--- src/rtl/sew_pkg.sv ---
package sew_pkg;
   typedef enum logic [1:0] {
      SEW_IDLE   = 2'd0,
      SEW_GATHER = 2'd1,
      SEW_RUN    = 2'd2,
      SEW_CHIP   = 2'd3
   } sew_state_e;
endpackage

--- src/rtl/sew_timer.sv ---
module sew_timer #(
   parameter int WIN_CYC = 20,
   localparam int TMR_W = (WIN_CYC > 2) ? $clog2(WIN_CYC) : 1
) (
   input  logic clk,
   input  logic rst_n,
   input  logic load,
   input  logic dec,
   output logic zero
);
   logic [TMR_W-1:0] cnt_q;

   always_ff @(posedge clk) begin
      if (!rst_n)
         cnt_q <= '0;
      else if (load)
         cnt_q <= TMR_W'(WIN_CYC - 1);
      else if (dec && cnt_q != '0)
         cnt_q <= cnt_q - 1'b1;
   end

   assign zero = (cnt_q == '0);
endmodule

--- src/rtl/sew_map.sv ---
module sew_map #(
   parameter int NUM_SECT = 48,
   parameter int IDX_W    = 6
) (
   input  logic                clk,
   input  logic                rst_n,
   input  logic                clr,
   input  logic                fill,
   input  logic                set_en,
   input  logic [IDX_W-1:0]    set_idx,
   output logic [NUM_SECT-1:0] map
);
   for (genvar i = 0; i < NUM_SECT; i++) begin : g_bit
      always_ff @(posedge clk) begin
         if (!rst_n || clr)
            map[i] <= 1'b0;
         else if (fill)
            map[i] <= 1'b1;
         else if (set_en && set_idx == IDX_W'(i))
            map[i] <= 1'b1;
      end
   end
endmodule

--- src/rtl/sew_dropcnt.sv ---
module sew_dropcnt #(
   parameter int DROP_W   = 8,
   parameter bit SAT_DROP = 1'b1
) (
   input  logic              clk,
   input  logic              rst_n,
   input  logic              bump,
   output logic [DROP_W-1:0] cnt
);
   if (SAT_DROP) begin : g_sat
      always_ff @(posedge clk) begin
         if (!rst_n)
            cnt <= '0;
         else if (bump && cnt != '1)
            cnt <= cnt + 1'b1;
      end
   end else begin : g_wrap
      always_ff @(posedge clk) begin
         if (!rst_n)
            cnt <= '0;
         else if (bump)
            cnt <= cnt + 1'b1;
      end
   end
endmodule

--- src/rtl/sect_erase_gather.sv ---
module sect_erase_gather
   import sew_pkg::*;
#(
   parameter int NUM_SECT = 48,
   parameter int IDX_W    = (NUM_SECT > 1) ? $clog2(NUM_SECT) : 1,
   parameter int WIN_CYC  = 20,
   parameter int DROP_W   = 8,
   parameter bit SAT_DROP = 1'b1
) (
   input  logic                clk,
   input  logic                rst_n,
   input  logic                cmd_sector_vld,
   input  logic [IDX_W-1:0]    cmd_sector_idx,
   input  logic                cmd_suspend,
   input  logic                cmd_chip,
   input  logic                eng_done,
   output logic [NUM_SECT-1:0] sector_map,
   output logic                win_shut,
   output logic                erase_go,
   output logic                erase_all,
   output logic                susp_go,
   output logic [DROP_W-1:0]   drop_cnt
);
   if (NUM_SECT < 1 || NUM_SECT > 4096) begin : g_bad_sect
      $error("NUM_SECT out of range");
   end
   if ((1 << IDX_W) < NUM_SECT) begin : g_bad_idx
      $error("IDX_W too narrow for NUM_SECT");
   end
   if (WIN_CYC < 2) begin : g_bad_win
      $error("WIN_CYC must be at least 2");
   end
   if (DROP_W < 1) begin : g_bad_drop
      $error("DROP_W must be positive");
   end

   sew_state_e st_q, st_d;
   logic idx_ok, take_sect, take_chip, busy, tmr_zero, expire, refuse;

   assign idx_ok    = ({1'b0, cmd_sector_idx} < (IDX_W+1)'(NUM_SECT));
   assign busy      = (st_q == SEW_RUN) || (st_q == SEW_CHIP);
   assign take_chip = cmd_chip && (st_q == SEW_IDLE);
   assign take_sect = cmd_sector_vld && idx_ok &&
                      (((st_q == SEW_IDLE) && !cmd_chip) || (st_q == SEW_GATHER));
   assign expire    = (st_q == SEW_GATHER) && !take_sect && tmr_zero;
   assign refuse    = (cmd_sector_vld && !take_sect) || (cmd_chip && !take_chip);

   always_comb begin
      st_d = st_q;
      unique case (st_q)
         SEW_IDLE: begin
            if (take_chip)      st_d = SEW_CHIP;
            else if (take_sect) st_d = SEW_GATHER;
         end
         SEW_GATHER: if (expire) st_d = SEW_RUN;
         SEW_RUN:    if (eng_done) st_d = SEW_IDLE;
         SEW_CHIP:   if (eng_done) st_d = SEW_IDLE;
         default:    st_d = SEW_IDLE;
      endcase
   end

   always_ff @(posedge clk) begin
      if (!rst_n) begin
         st_q      <= SEW_IDLE;
         win_shut  <= 1'b0;
         erase_all <= 1'b0;
         erase_go  <= 1'b0;
         susp_go   <= 1'b0;
      end else begin
         st_q      <= st_d;
         win_shut  <= (st_d == SEW_RUN);
         erase_all <= (st_d == SEW_CHIP);
         erase_go  <= expire || take_chip;
         susp_go   <= busy && cmd_suspend && !eng_done;
      end
   end

   sew_timer #(.WIN_CYC(WIN_CYC)) u_timer (
      .clk   (clk),
      .rst_n (rst_n),
      .load  (take_sect),
      .dec   (st_q == SEW_GATHER),
      .zero  (tmr_zero)
   );

   sew_map #(.NUM_SECT(NUM_SECT), .IDX_W(IDX_W)) u_map (
      .clk     (clk),
      .rst_n   (rst_n),
      .clr     (busy && eng_done),
      .fill    (take_chip),
      .set_en  (take_sect),
      .set_idx (cmd_sector_idx),
      .map     (sector_map)
   );

   sew_dropcnt #(.DROP_W(DROP_W), .SAT_DROP(SAT_DROP)) u_drop (
      .clk   (clk),
      .rst_n (rst_n),
      .bump  (refuse),
      .cnt   (drop_cnt)
   );
endmodule

--- config.mk ---
export PLATFORM = sky130hd
export DESIGN_NAME = sect_erase_gather
export DESIGN_NICKNAME = d
export VERILOG_FILES = /design/src/rtl/sew_pkg.sv /design/src/rtl/sew_timer.sv /design/src/rtl/sew_map.sv /design/src/rtl/sew_dropcnt.sv /design/src/rtl/sect_erase_gather.sv
export SDC_FILE = /design/constraint.sdc
export NUM_CORES = 1
export LEC_CHECK = 0
export ABC_CLOCK_PERIOD_IN_PS = 1650
export BUFFER_PORTS_ARGS = -buffer_cell sky130_fd_sc_hd__buf_4
export CORE_MARGIN = 1.5
export CORE_UTILIZATION = 46
export DETAILED_ROUTE_END_ITERATION = 16
export HOLD_SLACK_MARGIN = 0.05
export MAX_ROUTING_LAYER = met4
export PLACE_DENSITY_LB_ADDON = 0.2
export REMOVE_ABC_BUFFERS = 1
export SLEW_MARGIN = 25
export SYNTH_ARGS = -nofsm -noshare
export SYNTH_HDL_FRONTEND = slang
export SYNTH_SLANG_ARGS = --single-unit
export TNS_END_PERCENT = 1
--- constraint.sdc ---
create_clock -name clk -period 1.65 [get_ports clk]
set_clock_uncertainty 0.1 [all_clocks]
set_input_delay 0 -clock clk [delete_from_list [all_inputs] [get_ports clk]]
set_output_delay 0 -clock clk [all_outputs]
set_load 0.01 [all_outputs]
# --- After elaboration in Yosys (flattened, before gate mapping) ---
# Cells that the tools add are included.
op_classes:
  n_addsub: 2
  order_cmp: 1
  n_eq_ne: 53
  n_mux: 103
  n_bitwise: 1
  n_reduce_logical: 126
ops:
  columns: ["op", "n"]
  rows:
  - ["2-bit nonzero test", 49]
  - ["6-bit by 5-bit equality test with 1-bit output, second input constant", 16]
  - ["6-bit equality test, second input constant", 16]
  - ["1-bit 2-to-1 mux", 96]
  - ["1-bit logical AND", 61]
  - ["6-bit by 4-bit equality test with 1-bit output, second input constant", 8]
  - ["6-bit by 3-bit equality test with 1-bit output, second input constant", 4]
  - ["6-bit by 2-bit equality test with 1-bit output, second input constant", 2]
  - ["5-bit 2-to-1 mux", 2]
  - ["8-bit by 1-bit adder with 8-bit output, second input constant", 1]
  - ["2-bit equality test, second input constant", 4]
  - ["2-bit 2-to-1 mux", 4]
  - ["8-bit != test, second input constant", 1]
  - ["6-bit by 1-bit equality test with 1-bit output, second input constant", 1]
  - ["6-bit logical NOT", 1]
  - ["6-bit < comparator, second input constant", 1]
  - ["2-bit one-hot mux with 3 select lines", 1]
  - ["1-bit logical NOT", 5]
  - ["5-bit logical NOT", 1]
  - ["1-bit logical OR", 5]
  - ["5-bit nonzero test", 1]
  - ["5-bit by 1-bit subtractor with 5-bit output, second input constant", 1]
  - ["2-bit OR reduction", 2]
  - ["2-bit by 1-bit equality test with 1-bit output, second input constant", 1]
  - ["other kinds (2)", 2]
totals:
  ff_bits: 67

# --- Depth between registers and ports, before layout ---
depth:
  depth_word: 10
  ltp_mapped: 6

# --- Modules after synthesis ---
# A second synthesis with hierarchy kept.
hier_totals:
  cells_unflattened: 295
  area_unflattened_um2: 2829.0
by_module_without_submodules:
  columns: ["module", "n_inst", "cells_each", "area_each_um2"]
  rows:
  - ["sew_map", 1, 185, 1860.5]
  - ["sew_dropcnt", 1, 47, 404.1]
  - ["sect_erase_gather", 1, 33, 300.3]
  - ["sew_timer", 1, 30, 264.0]

# --- Least setup slack after synthesis ---
# Ideal clock, no wire load.
synth_path:
  kind: "reg2reg"
  from: "reg u_drop.cnt[0]"
  to: "reg u_drop.cnt[6]"
  arrival_ns: 1.402
  t_required_ns: 1.421
  path_slack_ns: 0.018
  path_stages_with_launch: 7
  n_path_buf: 1
  synth_period_minus_slack_ns: 1.632
  cell_sequence: "dfxtp_1 ha_1 nand3_1 o32ai_2 buf_4 nor4_1 mux2i_1"
synth_between:
  elab_chain_len: 2
synth_lines:
  columns: ["element", "line_no", "source"]
  rows:
  - ["from (decl)", "sew_dropcnt.sv:8", "output logic [DROP_W-1:0] cnt"]
  - ["from (signal assigned)", "sew_dropcnt.sv:15", "cnt <= cnt + 1'b1;"]
  - ["branches (longest 2 deep; another with 8-bit by 1-bit adder with 8-bit output)", null, null]
# Several ways; the timed one is not identified.
# A chain may end at the register's enable or synchronous reset.

# --- Worst setup path after layout ---
layout_path:
  from: "reg st_q[1]"
  to: "reg u_drop.cnt[1]"
layout_between:
  elab_chain_len: 8
layout_lines:
  columns: ["element", "line_no", "source"]
  rows:
  - ["from (decl)", "sect_erase_gather.sv:37", "sew_state_e st_q, st_d;"]
  - ["from (signal assigned)", "sect_erase_gather.sv:70", "st_q <= st_d;"]
  - ["2-bit logical NOT", "sect_erase_gather.sv:42, sect_erase_gather.sv:44", null]
  - ["1-bit logical AND", "sect_erase_gather.sv:44", "(((st_q == SEW_IDLE) && !cmd_chip) || (st_q == SEW_GATHER));"]
  - ["1-bit logical OR", "sect_erase_gather.sv:44", null]
  - ["1-bit logical AND", "sect_erase_gather.sv:43", "assign take_sect = cmd_sector_vld && idx_ok &&"]
  - ["1-bit logical NOT", "sect_erase_gather.sv:46", "assign refuse = (cmd_sector_vld && !take_sect) || (cmd_chip && !take_chip);"]
  - ["1-bit logical AND", "sect_erase_gather.sv:46", null]
  - ["1-bit logical OR *", "sect_erase_gather.sv:46", null]
  - ["1-bit logical AND *", "sew_dropcnt.sv:14", "else if (bump && cnt != '1)"]
# Every way passes the cells marked *; elsewhere a longest branch is shown, timed or not.

==> metrics.csv <==
stage,metric,value,unit
outcome,status,"finished, violations left",
outcome,failing checks,"hold timing, setup timing",
routing,via count,2591,
logic_synthesis,Mapped Cells,294,
clock_tree,Clock Path Buffers,2,
floorplanning,core area,5540,um2
cells_and_area,# diodes,0,
timing,Worst Tran Pin Value,0.454,ns
placed_design,Final Wtd Congestion,0.829,
cells_and_area,area growth from synthesis to layout,47.0,%
min_path,Hold Path Class,in -> reg,
worst_setup_path,"slowest stage delay, CP",0.41,ns
timing,Final min period,1.67,ns
cells_and_area,most frequent cells in the layout,"buf_4 (91), dfxtp_1 (63), o21ai_1 (61)",
placed_design,I/O Buffers,71,
timing,Fin Hold WS,-0.0974,ns
worst_setup_path,cells on worst reg2reg path,5,
floorplanning,# rows,27,
logic_synthesis,total of warnings raised by yosys,0,
clock_tree,cts bufs inserted,9,
clock_tree,htree depth,3,
logic_synthesis,"FFs w/ async S/R, synth",0,%
logic_synthesis,Synth Flop Type,dfxtp_1,
global_routing,largest net degree at the start of global routing,45,
global_routing,global route overflow,0,
global_routing,global-route wire length before repair,11200,um
timing,Final Worst Setup Slack,-0.0196,ns
timing,setup violators final,3,
worst_setup_path,"Slowest-stage cell, CP",or3_1,
power,total design power,0.00450,W
routing,First DRT Iteration DRCs,149,
logic_synthesis,syn avg cell area,9.02,um2
floorplanning,Ports,72,
worst_setup_path,Setup crit start,st_q[1]$_SDFF_PN0_,
clock_tree,Worst-Skew Late Latency,0.34,ns
placed_design,hpwl dp,4450,um
routing,post-route antenna net violation count,0,
worst_setup_path,Crit Path Class,reg -> reg,
logic_synthesis,Adder-Cell Fraction of Synth Area,0.944,%
floorplanning,die area,6230,um2
worst_setup_path,Worst setup EP type,flop,
min_path,hold_sp,rst_n,
logic_synthesis,Simple-Gate Fraction of Synth Area,19.3,%
worst_setup_path,CP Cell Sequence,"or3_1, nand2_1, buf_4, o211ai_1, o31ai_1",
clock_tree,clock edge transition at the registers on the reported setup and hold paths,0.07,ns
flow_run,max cap viols,0,
floorplanning,Die Y,78.9,um
logic_synthesis,post-synthesis xor/xnor area fraction,0.661,%
timing,RSZ-0062 raised after global routing,true,
logic_synthesis,#FFs+latches synth,67,
logic_synthesis,synth unique cells,44,
timing,Fin Setup TNS,-0.0267,ns
routing,DRT Wirelength,7170,um
worst_setup_path,CP required,1.79,ns
clock_tree,CTS tree,built,
worst_setup_path,Critical Path Start Type,flop,
routing,Detailed Routing Iterations Pass 1,4,
timing,Tcrit/Tclk final,101,%
logic_synthesis,post-synthesis mux area share,1.56,%
routing,drt wl/cell,15.0,um
global_routing,initial antenna violation count,0,
min_path,worst hold path cell count,3,
cells_and_area,fraction of layout cells with a size suffix above 1,32.9,%
power,VDD IR max,0.000656,V
clock_tree,clk sink count,67,
worst_setup_path,crit path DAT,1.81,ns
cells_and_area,Final Net Count,416,
logic_synthesis,Post-Syn Area,2650,um2
power,leak pwr,1.57,nW
timing,Final Max Tran Viols,0,
worst_setup_path,FF-to-FF setup slack,-0.02,ns
global_routing,vias in the first global route,2419,
routing,drt via density,5.41,
timing,Max Fclk,599,MHz
timing,final hold viol count,6,
global_routing,GRT Total Usage,23.5,%
worst_setup_path,Reg-to-Reg Start,st_q[1]$_SDFF_PN0_,
cells_and_area,"commonest non-fill, non-tap cell in the layout",buf_4,
logic_synthesis,sequential share of the synthesized area,50.6,%
clock_tree,root buffer cell,clkbuf_8,
routing,Remaining DRCs,0,
logic_synthesis,largest family of logic cells by synthesized area,compound AO/OA/AOI/OAI gates,
logic_synthesis,Post-synth EDFFs,0,
cells_and_area,filler instances,447,
timing,Max-slew headroom,69.6,%
worst_setup_path,endpoint of the worst register-to-register path,u_drop.cnt[1]$_SDFFE_PN0P_,
logic_synthesis,Compound-Gate Fraction of Synth Area,23.7,%
floorplanning,Die Width,78.9,um
power,pwr dens,1150,nW/um2
min_path,Hold Path Sink,u_timer.cnt_q[3]$_SDFFE_PP0P_,
floorplanning,Starting Density,47.9,%
worst_setup_path,"Max FO, Critical Path",8,
-- sequential cells by signal, indices dropped and copies added (netlist names) --
name	count
erase_all	1
erase_go	1
st_q	2
susp_go	1
u_drop.cnt	8
u_map.map	48
u_timer.cnt_q	5
win_shut	1
-- critical path: cells and delay by family, from the launching register on --
family / cells / cell delay, ns
DFF: 1 / 0.39
and+or+nand+nor: 2 / 0.65
AOI/OAI and AO/OA: 2 / 0.23
buffers and inverters: 1 / 0.19
-- cells in the mapped netlist, drive strengths merged, types with 2 or more instances --
master  instances  area share [%]
a211oi          3            0.85
a21boi          2            0.99
a21oi           8             1.5
and3            2            0.47
and4            2            0.66
buf             4            0.94
clkbuf         10             1.4
dfxtp          67              51
ha              2            0.94
inv             5            0.71
mux2i           3             1.1
nand2          22             3.1
nand2b          7             1.7
nand3           7             1.3
nand4           4            0.94
nor2           25             3.6
nor2b           9             2.3
nor3            7             1.5
o21ai          64              12
o31a           13             4.3
o31ai           7             2.0
or3             3            0.71
or4             3            0.85
xnor2           2            0.66
-- worst max path at each step --
stage	slack (ns)	to
after floorplan	-0.51	win_shut$_SDFF_PN0_
after CTS	-0.009	win_shut$_SDFF_PN0_
final	-0.02	u_drop.cnt[1]$_SDFFE_PN0P_
after global placement	-0.02	u_drop.cnt[7]$_SDFFE_PN0P_
after detailed placement	-0.07	u_drop.cnt[7]$_SDFFE_PN0P_
after global routing	-0.06	win_shut$_SDFF_PN0_
-- report_power, final --
part | leakage (nW) | internal [W] | switching [W]
Clock | 0.106 | 0.000854 | 0.000649
Sequential | 0.554 | 0.00182 | 0.000129
Combinational | 0.906 | 0.000537 | 0.000509
Total | 1.57 | 0.00321 | 0.00129
-- through the flow --
step	instance area [um2]	setup slack, ns	utilization [%]	hold slack (ns)	std cells
floorplan	2590	-0.510	-	0.00333	280
global placement	3390	-0.0158	61.1	0.142	444
detailed placement	3390	-0.0715	61.1	0.139	444
CTS	3800	-0.00866	68.5	-0.107	476
global route	3900	-0.0649	70.3	-0.0713	479
finish	3900	-0.0196	70.3	-0.0974	479
-- final cells by class --
cell class | instances | area [um2] | share of cell area (%)
clock inverters | 6 | 90.1 | 2.31
repair buffers | 111 | 896 | 23.0
inverters | 6 | 22.5 | 0.578
well taps | 72 | 90.1 | 2.31
multi-input cells | 207 | 1320 | 34.0
flip-flops and latches | 67 | 1350 | 34.6
clock buffers | 10 | 128 | 3.28
-- routing by layer --
metal	track usage [%]	routed length (um)
met3	3.22	341
met2	37.7	3580
met4	11.8	112
met5	-	0
met1	29.1	3140
-- cell families (layout without fill, tap and decap cells) --
group | after synthesis | in the layout
DFF | 67 | 67
buffers and inverters | 20 | 133
AOI/OAI and AO/OA | 102 | 102
adders and majority gates | 2 | 2
and+or+nand+nor | 97 | 97
muxes | 4 | 4
xor gates and xnor gates | 2 | 2
-- repair_timing --
item	in CTS	in global routing
setup buffers	0	1
resized for setup	8	19
endpoints found under the setup margin	8	42
hold endpoints to repair	54	11
pin swaps	4	8
hold buffers	16	1
cloned	0	1
No activity file was read; power rests on OpenSTA's default activity.
